$ cat src/rtl/edma_csr_pkg.sv
// Shared constants and types of the DMA register file.
// Assumes a word-indexed bus; indices are plain integers cast at use.
package edma_csr_pkg;
    localparam int IDX_VERSION = 'h008;
    localparam int IDX_BUSMODE = 'h3C0;
    localparam int IDX_POLL    = 'h3C1;
    localparam int IDX_RXBASE  = 'h3C3;
    localparam int IDX_TXBASE  = 'h3C4;
    localparam int IDX_STAT    = 'h3C5;
    localparam int IDX_CTL     = 'h3C6;
    localparam int IDX_ENA     = 'h3C7;
    localparam int IDX_CURTX   = 'h3D2;
    localparam int IDX_CURRX   = 'h3D3;
    localparam int VERSION_VAL = 'h1012;

    typedef enum logic [3:0] {
        SEL_NONE, SEL_VERSION, SEL_BUSMODE, SEL_POLL, SEL_RXBASE, SEL_TXBASE,
        SEL_STAT, SEL_CTL, SEL_ENA, SEL_CURTX, SEL_CURRX
    } csr_sel_e;
endpackage

$ cat src/rtl/edma_csr_dec.sv
// Index decoder: maps a word index to a register selector.
// Assumes ADDR_W is wide enough to hold every index in the package.
module edma_csr_dec
    import edma_csr_pkg::*;
#(
    parameter int ADDR_W = 10
) (
    input  logic [ADDR_W-1:0] idx,
    output csr_sel_e          sel
);
    // Compare the index against each implemented location.
    always_comb begin
        case (idx)
            ADDR_W'(IDX_VERSION): sel = SEL_VERSION;
            ADDR_W'(IDX_BUSMODE): sel = SEL_BUSMODE;
            ADDR_W'(IDX_POLL):    sel = SEL_POLL;
            ADDR_W'(IDX_RXBASE):  sel = SEL_RXBASE;
            ADDR_W'(IDX_TXBASE):  sel = SEL_TXBASE;
            ADDR_W'(IDX_STAT):    sel = SEL_STAT;
            ADDR_W'(IDX_CTL):     sel = SEL_CTL;
            ADDR_W'(IDX_ENA):     sel = SEL_ENA;
            ADDR_W'(IDX_CURTX):   sel = SEL_CURTX;
            ADDR_W'(IDX_CURRX):   sel = SEL_CURRX;
            default:              sel = SEL_NONE;
        endcase
    end
endmodule

$ cat src/rtl/edma_csr_reg.sv
// Plain loadable register with a fixed write mask.
// Masked-off bits always hold 0; synchronous active-low reset.
module edma_csr_reg #(
    parameter int                DATA_W = 32,
    parameter logic [DATA_W-1:0] WMASK  = '1
) (
    input  logic              clk,
    input  logic              rst_n,
    input  logic              ld,
    input  logic [DATA_W-1:0] d,
    output logic [DATA_W-1:0] q
);
    // Load masked data when selected.
    always_ff @(posedge clk) begin
        if (!rst_n)  q <= '0;
        else if (ld) q <= d & WMASK;
    end
endmodule

$ cat src/rtl/edma_csr_stat.sv
// Status register: write-one-to-clear from the bus, OR-in from two engines.
// A set and a clear on the same bit in one cycle leave the bit set.
module edma_csr_stat #(
    parameter int DATA_W = 32
) (
    input  logic              clk,
    input  logic              rst_n,
    input  logic              clr_en,
    input  logic [DATA_W-1:0] clr_mask,
    input  logic [DATA_W-1:0] set_a,
    input  logic [DATA_W-1:0] set_b,
    output logic [DATA_W-1:0] stat
);
    logic [DATA_W-1:0] clr_bits;

    // Clear mask applies only on a status write.
    always_comb clr_bits = clr_en ? clr_mask : '0;

    // Clear first, then merge engine sets so sets win.
    always_ff @(posedge clk) begin
        if (!rst_n) stat <= '0;
        else        stat <= (stat & ~clr_bits) | set_a | set_b;
    end
endmodule

$ cat src/rtl/edma_csr.sv
// DMA control/status register file top.
// Holds the bus-mode, ring base, current pointer, control, enable and
// status registers; reads are combinational, writes take effect at the edge.
// Assumes RXEN_BIT and TXST_BIT are below DATA_W.
module edma_csr
    import edma_csr_pkg::*;
#(
    parameter int ADDR_W   = 10,
    parameter int DATA_W   = 32,
    parameter int RXEN_BIT = 1,
    parameter int TXST_BIT = 13
) (
    input  logic              clk,
    input  logic              rst_n,
    input  logic              csr_wr,
    input  logic [ADDR_W-1:0] csr_idx,
    input  logic [DATA_W-1:0] csr_wdata,
    output logic [DATA_W-1:0] csr_rdata,
    input  logic [DATA_W-1:0] tx_evt_set,
    input  logic [DATA_W-1:0] rx_evt_set,
    output logic              dma_irq,
    output logic              tx_poll,
    output logic              rx_enable,
    output logic              tx_start,
    output logic [DATA_W-1:0] cur_tx_desc,
    output logic [DATA_W-1:0] cur_rx_desc
);
    localparam logic [DATA_W-1:0] BUSMODE_MASK = ~(DATA_W'(1));
    localparam int NCH = 2; // channel 0 receive, 1 transmit

    csr_sel_e          sel;
    logic [DATA_W-1:0] busmode_q, ctl_q, ena_q, stat_q;
    logic [DATA_W-1:0] base_q [NCH];
    logic [DATA_W-1:0] cur_q  [NCH];

    edma_csr_dec #(.ADDR_W(ADDR_W)) u_dec (.idx(csr_idx), .sel(sel));

    edma_csr_reg #(.DATA_W(DATA_W), .WMASK(BUSMODE_MASK)) u_busmode (
        .clk(clk), .rst_n(rst_n), .ld(csr_wr && sel == SEL_BUSMODE),
        .d(csr_wdata), .q(busmode_q));
    edma_csr_reg #(.DATA_W(DATA_W)) u_ctl (
        .clk(clk), .rst_n(rst_n), .ld(csr_wr && sel == SEL_CTL),
        .d(csr_wdata), .q(ctl_q));
    edma_csr_reg #(.DATA_W(DATA_W)) u_ena (
        .clk(clk), .rst_n(rst_n), .ld(csr_wr && sel == SEL_ENA),
        .d(csr_wdata), .q(ena_q));

    // Ring base and current pointer pairs, one per direction.
    for (genvar ch = 0; ch < NCH; ch++) begin : g_ring
        localparam csr_sel_e BASE_SEL = (ch == 0) ? SEL_RXBASE : SEL_TXBASE;
        localparam csr_sel_e CUR_SEL  = (ch == 0) ? SEL_CURRX  : SEL_CURTX;
        edma_csr_reg #(.DATA_W(DATA_W)) u_base (
            .clk(clk), .rst_n(rst_n), .ld(csr_wr && sel == BASE_SEL),
            .d(csr_wdata), .q(base_q[ch]));
        edma_csr_reg #(.DATA_W(DATA_W)) u_cur (
            .clk(clk), .rst_n(rst_n),
            .ld(csr_wr && (sel == BASE_SEL || sel == CUR_SEL)),
            .d(csr_wdata), .q(cur_q[ch]));
    end

    edma_csr_stat #(.DATA_W(DATA_W)) u_stat (
        .clk(clk), .rst_n(rst_n), .clr_en(csr_wr && sel == SEL_STAT),
        .clr_mask(csr_wdata), .set_a(tx_evt_set), .set_b(rx_evt_set),
        .stat(stat_q));

    // One-cycle poll pulse after a poll-demand write.
    always_ff @(posedge clk) begin
        if (!rst_n) tx_poll <= 1'b0;
        else        tx_poll <= csr_wr && sel == SEL_POLL;
    end

    // Read multiplexer; unimplemented and poll indices read zero.
    always_comb begin
        case (sel)
            SEL_VERSION: csr_rdata = DATA_W'(VERSION_VAL);
            SEL_BUSMODE: csr_rdata = busmode_q;
            SEL_RXBASE:  csr_rdata = base_q[0];
            SEL_TXBASE:  csr_rdata = base_q[1];
            SEL_STAT:    csr_rdata = stat_q;
            SEL_CTL:     csr_rdata = ctl_q;
            SEL_ENA:     csr_rdata = ena_q;
            SEL_CURRX:   csr_rdata = cur_q[0];
            SEL_CURTX:   csr_rdata = cur_q[1];
            default:     csr_rdata = '0;
        endcase
    end

    // Outputs derived from held state.
    always_comb begin
        dma_irq     = |(stat_q & ena_q);
        rx_enable   = ctl_q[RXEN_BIT];
        tx_start    = ctl_q[TXST_BIT];
        cur_rx_desc = cur_q[0];
        cur_tx_desc = cur_q[1];
    end
endmodule

$ cat config.mk
export PLATFORM = sky130hd
export DESIGN_NAME = edma_csr
export DESIGN_NICKNAME = d
export VERILOG_FILES = /design/src/rtl/edma_csr_pkg.sv /design/src/rtl/edma_csr_dec.sv /design/src/rtl/edma_csr_reg.sv /design/src/rtl/edma_csr_stat.sv /design/src/rtl/edma_csr.sv
export SDC_FILE = /design/constraint.sdc
export NUM_CORES = 1
export LEC_CHECK = 0
export ABC_AREA = 1
export BUFFER_PORTS_ARGS = -buffer_cell sky130_fd_sc_hd__buf_2
export CAP_MARGIN = 20
export CORE_MARGIN = 2
export CORE_UTILIZATION = 45
export DETAILED_ROUTE_END_ITERATION = 6
export PLACE_DENSITY_LB_ADDON = 0.1
export SLEW_MARGIN = 10
export SYNTH_ARGS = -nofsm -noshare
export SYNTH_HDL_FRONTEND = slang
export SYNTH_HIERARCHICAL = 1
export SYNTH_SLANG_ARGS = --single-unit
$ cat constraint.sdc
create_clock -name clk -period 4.89 [get_ports clk]
set_input_delay 0.978 -clock clk [delete_from_list [all_inputs] [get_ports clk]]
set_output_delay 0.978 -clock clk [all_outputs]
set_load 0.05 [all_outputs]
Word level (Yosys, flattened, before mapping) --
Index checks and enable logic that the tools add are counted.
Word-level totals: flip-flop bits (word level) 256, input port bits 109, output and inout bits 100, word-level logic and storage cells 49
Operators by class: equal/unequal tests 20, mux-type cells 3, bitwise gates (word level) 5, reductions and logical operators 12
Operators by type and width (count):
- $pmux W32 S9 | 1
- $eq A10 B10 Y1 const B | 9
- $and A32 B32 Y32 | 2
- $or A32 B32 Y32 | 2
- $pmux W4 S10 | 1
- $mux W32 | 1
- $not A32 Y32 | 1
- $reduce_or A32 Y1 | 1
- $eq A4 B3 Y1 const B | 4
- $eq A4 B4 Y1 const B | 3
- $eq A10 B4 Y1 const B | 1
- $logic_and A1 B1 Y1 | 9
- $eq A4 B2 Y1 const B | 2
- $eq A4 B1 Y1 const B | 1
- $logic_or A1 B1 Y1 | 2

Longest topological paths before layout --
Gate-level depths: netlist of run 1.
depth in word-level cells 9, depth in mapped cells 17, depth with buffers taken out 14

By module --
The synthesis of run 1 kept the hierarchy.
By module, submodules not included:
- edma_csr_reg at g_ring[0].u_base ... | instances 6, cells an instance 202, area an instance 1335.0 µm²
- edma_csr | instances 1, cells an instance 614, area an instance 2431.1 µm²
- edma_csr_reg at u_busmode | instances 1, cells an instance 198, area an instance 1307.5 µm²
- edma_csr_stat | instances 1, cells an instance 167, area an instance 1234.9 µm²
- edma_csr_dec | instances 1, cells an instance 45, area an instance 206.4 µm²

Worst setup path before layout of run 1 --
Ideal clock, no wire load.
kind input to output, start in csr_idx[0], end out csr_rdata[0], data arrival time 2584 ps, required time 3912 ps, setup slack 1328 ps, cell stages on the path 12, cells stage by stage or2_1 > nand4_1 > nand3_1 > nor2_4 > inv_2 > nor2_1 > buf_4 > buf_6 > nand2_1 > nand2_1 > nor2_1 > nand2_1
On the way: longest elaborated chain between the ends 4
RTL lines:
- start, declared | RTL line edma_csr.sv:16 | input logic [ADDR_W-1:0] csr_idx,
- $eq A10 B10 Y1 / $eq A10 B4 Y1 (equally long branches) | RTL line edma_csr_dec.sv:13 | case (idx)
- $pmux W4 S10 (*) | RTL line edma_csr_dec.sv:13
- via sel[1] | RTL line edma_csr.sv:31 | csr_sel_e sel;
- $eq A4 B4 Y1, or another cell as far along | RTL line edma_csr.sv:74 | case (sel)
- $pmux W32 S9 (*) | RTL line edma_csr.sv:74
- end, declared | RTL line edma_csr.sv:18 | output logic [DATA_W-1:0] csr_rdata,
The timed path passes the listed nets; every way through them passes the cells marked *.

Worst setup path after layout of run 1 --
start in csr_idx[4], end out csr_rdata[31]
The elaborated chain is that of the path after synthesis.

==> flow_summary.ini, run 1 <==
[run_status]
outcome = finished, final reports clean

[critical_path]
end_kind = output pin
crit_type = in2out
critPathSlowestCell = nor2_4
critPathMostFrequentCell = nand2_1
cp_max_fo = 15
slowest_delay_ns = 0.48
path_buf_inv = 4
cp_top_family = simple AND/OR/NAND/NOR gates
critPathLaunchType = primary input
worstPathArrival_ns = 3.44
required_ns = 3.91
path_cells = buf_2 -> inv_1 -> nand2_2 -> nor2_4 -> nand2_1 -> o21ai_1 -> nand2_1 -> nor2_4 -> buf_4 -> nand2_1 -> nand2_1 -> nor2_1 -> nand2_1 -> buf_2

[floorplanning]
initial_utilization = 0.4583
dieArea_sq_um = 30700
rows = 62
core-area_sq_um = 28780
die_h_microns = 175.2
pin_count = 209
die_w_microns = 175.2

[min_path]
hold_path_class = reg2reg

[timing]
setup_violations = 0
min_period_ns = 4.416
hold_viol_final = 0
rsz0062_at_grt = false
fin_crit_sh = 0.9032
timing.slew.headroom = 0.3726
holdWs_ns = 0.4686
slew_viol_final = 0
max_freq_mhz = 226.4
worst_slack_ns = 0.4735
fin_skew_ns = 0
tns_ns = 0
tightest_slew_ns = 0.9411

[power]
pwr_density_cell_nw_per_um2 = 299.1
intPower_mw = 3.488
totalPowerFinal_mw = 4.548
power_frac_seq = 0.467
vdd_drop_max_uv = 252.1
p_leak_nw = 8.234
clkPwrFrac = 0.477
power_frac_comb = 0.055
p_switching_mw = 1.060
swShare = 0.2331

[clocking]
worstSkewPairLatency_ns = 0.54
cts_tree = built
htreeDepth = 1
numCtsBuffers = 30
clockRootBuffer = clkbuf_16
clkTransAtPathRegs_ns = 0.06
cts.sinks = 256
postCtsResizedCells = 0
cts.hold.buffers_added = 0
clk_path_buf_depth = 3
postCtsSetupBuffers = 0

[cells_and_area]
fin_area_sq_um = 15200
area_growth_pct = 15.27
final_cells = 2812
drive_gt1_frac = 0.1314
fillers = 3038
final_util = 0.5283
diodes = 0
nets = 2517

[global_routing]
grt_pass1_wl_microns = 60710
grt_pass1_vias = 11630
grt_max_degree = 86
track_usage = 0.2456
antenna_found_initial = 0
grt.overflow.total = 0

[routing]
drt-vias-per-instance = 4.581
drt_iter0_drc = 859
wirelength_microns = 38200
num_vias = 12880
drc = 0
routedWlPerCell_microns = 13.59
dr.pass1.iters = 5
ant_nets = 0

[logic_synthesis]
synth_area_sq_um = 13190
ys_ff_latch = 256
synth_cell_type_count = 21
syn_inst = 2236
ys_seq_area_frac = 0.3885
yosys_warnings = 6
syn_avg_cell_area_sq_um = 5.899
synthesis.nets = 2345

[place]
dp_hpwl_microns = 25470
place.gp.congestion = 0.8532
postPlaceCellArea_sq_um = 14250
post-place-cells = 2760
post-place-ws_ns = 0.4807
io_buffers = 208

[job]
maxCapViolations = 0
cell families (layout without fill, tap and decap cells):
| group | count (synthesis) | after routing | share of synthesized area |
|---|---|---|---|
| AND/OR/NAND/NOR | 1599 | 1599 | 0.4612 |
| buffers and inverters | 346 | 538 | 0.1354 |
| flip-flops | 256 | 256 | 0.3885 |
| AO/OA/AOI/OAI | 34 | 34 | 0.01461 |
| other | 1 | 1 | 0.0002843 |
cell type report:
class | instances | area [sq um] | area share
timing repair buffer | 241 | 1345 | 0.08846
clock inverter | 10 | 81.33 | 0.005349
sequential | 256 | 5125 | 0.3371
inverter | 245 | 919.6 | 0.06048
clock buffer | 42 | 877.1 | 0.05769
tap | 384 | 480.5 | 0.03160
multi-input combinational | 1634 | 6376 | 0.4194
cells in the mapped netlist:
| library cell | n | area [sq um] |
|---|---|---|
| a21oi_1 | 27 | 135.1 |
| a21oi_2 | 6 | 52.55 |
| buf_2 | 41 | 205.2 |
| buf_4 | 2 | 15.01 |
| buf_6 | 57 | 641.9 |
| clkbuf_1 | 1 | 3.750 |
| clkinv_1 | 1 | 3.750 |
| conb_1 | 1 | 3.750 |
| dfxtp_1 | 256 | 5125 |
| inv_1 | 241 | 904.6 |
| inv_2 | 3 | 11.26 |
| nand2_1 | 978 | 3671 |
| nand2_2 | 3 | 18.77 |
| nand3_1 | 26 | 130.1 |
| nand4_1 | 2 | 12.51 |
| nor2_1 | 576 | 2162 |
| nor2_2 | 3 | 18.77 |
| nor2_4 | 2 | 22.52 |
| nor3_1 | 7 | 35.03 |
| o21ai_1 | 1 | 5.000 |
| or2_1 | 2 | 12.51 |
power groups by stage:
stage / logic (mW) / clock network (mW) / registers (mW)
floorplan: 0.143 / 0 / 2.17
global placement: 0.246 / 0 / 2.17
detailed placement: 0.252 / 0 / 2.17
CTS: 0.253 / 2.22 / 2.13
global route: 0.288 / 2.31 / 2.13
finish: 0.252 / 2.17 / 2.13
worst paths after layout:
kind | start | to | slack, ns | depth (start not counted)
setup / recovery | csr_idx[4] | csr_rdata[31] | 0.47 | 14
hold / removal | g_ring[1].u_base/q[4] | g_ring[1].u_base/q[4] | 0.47 | 2
setup reg to reg | u_stat/stat[30] | u_stat/stat[30] | 4.22 | 2
hold reg to reg | g_ring[1].u_base/q[4] | g_ring[1].u_base/q[4] | 0.47 | 2
worst register-to-register path, stage by stage, from the launching register on:
cell and delay (ns):
dfxtp_1 0.40, nand2_1 0.08, a21oi_1 0.12
sequential cells by signal (all words and copies together), names as in the netlist:
| signal | cells |
|---|---|
| u_stat/stat | 32 |
| u_ctl/q | 32 |
| u_busmode/q | 31 |
| u_ena/q | 32 |
| tx_poll | 1 |
| g_ring.u_base/q | 64 |
| g_ring.u_cur/q | 64 |
per-layer routing:
metal  share of wire  wire length, microns  global-route usage  up-vias
li1                -                     -                   -     6822
met5               0                     0                   0        -
met3           0.053                  2023             0.02981       63
met2            0.47                 17830              0.4275      332
met4           0.026                  1011             0.07118        0
met1            0.45                 17340              0.3186     5666
layout by cell type (no fill, tap or decap), types with 8 or more instances in the layout:
cell type,instances
buf_2,207
clkbuf_16,31
nor2_1,568
dfxtp_1,256
clkinv_2,8
buf_4,29
a21oi_1,26
nand2_1,978
inv_1,241
nand3_1,26
nor2_4,10
Note: power is estimated with default switching activity, not from simulation.
==> run 2, diff against run 1 <==
--- a/config.mk
+++ b/config.mk
@@ -9,7 +9,7 @@
 export BUFFER_PORTS_ARGS = -buffer_cell sky130_fd_sc_hd__buf_2
 export CAP_MARGIN = 20
 export CORE_MARGIN = 2
-export CORE_UTILIZATION = 45
+export CORE_UTILIZATION = 55
 export DETAILED_ROUTE_END_ITERATION = 6
 export PLACE_DENSITY_LB_ADDON = 0.1
 export SLEW_MARGIN = 10
==> flow_summary.ini, run 2 (synthesis gave the netlist of run 1 again) <==
[power]
swShare = 0.2312
totalPowerFinal_mw = 4.535
vdd_drop_max_uv = 232.5
power_frac_comb = 0.055
intPower_mw = 3.487
pwr_density_cell_nw_per_um2 = 301.8
p_switching_mw = 1.048
power_frac_seq = 0.468
p_leak_nw = 8.176
clkPwrFrac = 0.476

[floorplanning]
rows = 56
die_h_microns = 158.9
core-area_sq_um = 23540
dieArea_sq_um = 25240
pin_count = 209
initial_utilization = 0.5603
die_w_microns = 158.9

[timing]
setup_violations = 0
hold_viol_final = 0
rsz0062_at_grt = false
fin_skew_ns = 0
timing.slew.headroom = 0.3632
min_period_ns = 4.431
max_freq_mhz = 225.7
holdWs_ns = 0.4677
slew_viol_final = 0
tightest_slew_ns = 0.9552
tns_ns = 0
fin_crit_sh = 0.9061
worst_slack_ns = 0.4591

[min_path]
holdCritStartpoint = u_busmode/q[7]
whs_endpoint = u_busmode/q[7]
hold_path_class = reg2reg
min_path_cells = 2

[critical_path]
critPathSlowestCell = nor2_4
regToRegSetupSlack_ns = 4.22
path_cells = buf_2 -> inv_1 -> nand2_1 -> nor2_1 -> nand3_1 -> nand3_1 -> nand2_2 -> nor2_4 -> buf_4 -> nand2_1 -> nand2_1 -> nor2_1 -> nand2_1 -> buf_2
cp_max_fo = 15
crit_type = in2out
worstPathArrival_ns = 3.45
required_ns = 3.91
end_kind = output pin
regToRegEndpoint = g_ring[0].u_cur/q[24]
r2r_start = g_ring[0].u_cur/q[24]
critPathMostFrequentCell = nand2_1
ff2ff_path_depth = 2
critPathLaunchType = primary input
slowest_delay_ns = 0.47
setup.worst_path.start = csr_idx[3]

[place]
post-place-ws_ns = 0.5331
io_buffers = 208
place.gp.congestion = 0.8719
dp_hpwl_microns = 24210

[clocking]
postCtsResizedCells = 0
postCtsSetupBuffers = 0
cts_tree = built
worstSkewPairLatency_ns = 0.54
clk_path_buf_depth = 3
numCtsBuffers = 28
cts.sinks = 256
clockRootBuffer = clkbuf_16
cts.hold.buffers_added = 0
clkTransAtPathRegs_ns = 0.05
htreeDepth = 1

[job]
maxCapViolations = 0

[global_routing]
grt.overflow.total = 0
antenna_found_initial = 0
grt_max_degree = 98
grt_pass1_vias = 11810
track_usage = 0.2831
grt_pass1_wl_microns = 59300

[routing]
routed.top_layer = met4
dr_wl_met2_microns = 17360
routedWlPerCell_microns = 13.42
wl_met3_microns = 2408
ant_nets = 0
met1Wirelength_microns = 15760
wirelength_microns = 36800
dr.pass1.iters = 5
drt-vias-per-instance = 4.791
drc = 0
drt_iter0_drc = 971
num_vias = 13140

[run_status]
outcome = finished, final reports clean

[cells_and_area]
reg.largest.list = g_ring.u_base/q (64), g_ring.u_cur/q (64)
nets = 2510
drive_gt1_frac = 0.1284
mostFrequentLayoutCells = 978 x nand2_1, 568 x nor2_1, 256 x dfxtp_1
final_util = 0.6382
regArea_sq_um = 5125
diodes = 0
final_common_cell = nand2_1
multiInputGateArea_sq_um = 6366
area_growth_pct = 13.92
fillers = 2318
[run 2: changes by cell type in the layout (fill, tap and decap cells not counted), moves of 3 or more]
cell and delta:
clkbuf_16 -3, buf_12 -3, clkinv_2 -3, clkbuf_1 +3
[run 2: layout make-up]
cell class              instances  share of cell area
well taps                     319             0.02656
inverters                     245             0.06120
multi-input cells            1634              0.4237
flip-flops and latches        256              0.3411
clock inverters                11            0.009743
clock buffers                  41             0.05321
repair buffers                236             0.08452
[run 2: metrics by stage]
| stage | area [sq um] | instances |
|---|---|---|
| after floorplan | 13190 | 2236 |
| after global placement | 14080 | 2690 |
| after detailed placement | 14080 | 2690 |
| after CTS | 15030 | 2742 |
| after global routing | 15030 | 2742 |
| final | 15030 | 2742 |
[run 2: worst max-delay path by stage]
| stage | slack, ns | to |
|---|---|---|
| finish | 0.46 | csr_rdata[25] |
| global route | 0.25 | csr_rdata[25] |
| CTS | 0.53 | csr_rdata[25] |
| detailed placement | 0.53 | csr_rdata[25] |
| global placement | 0.62 | csr_rdata[25] |
| floorplan | 1.33 | csr_rdata[0] |
[run 2: critical path: cells and delay by family]
kind	cells	cell delay, ns
simple gates	10	1.65
buf+inv	4	0.79
[run 2: power groups by stage]
stage          clock [mW]  combinational (mW)  sequential (mW)
4_1_cts              2.19               0.249             2.12
2_1_floorplan           0               0.143             2.17
3_5_place_dp            0               0.248             2.17
6_report             2.16               0.250             2.12
5_1_grt              2.27               0.284             2.13
3_3_place_gp            0               0.242             2.17
[run 2: per-layer routing]
metal | GRT usage | vias up
met5 | 0 | -
met3 | 0.03840 | 82
met1 | 0.3602 | 5770
met2 | 0.4909 | 473
li1 | - | 6811
met4 | 0.1025 | 0
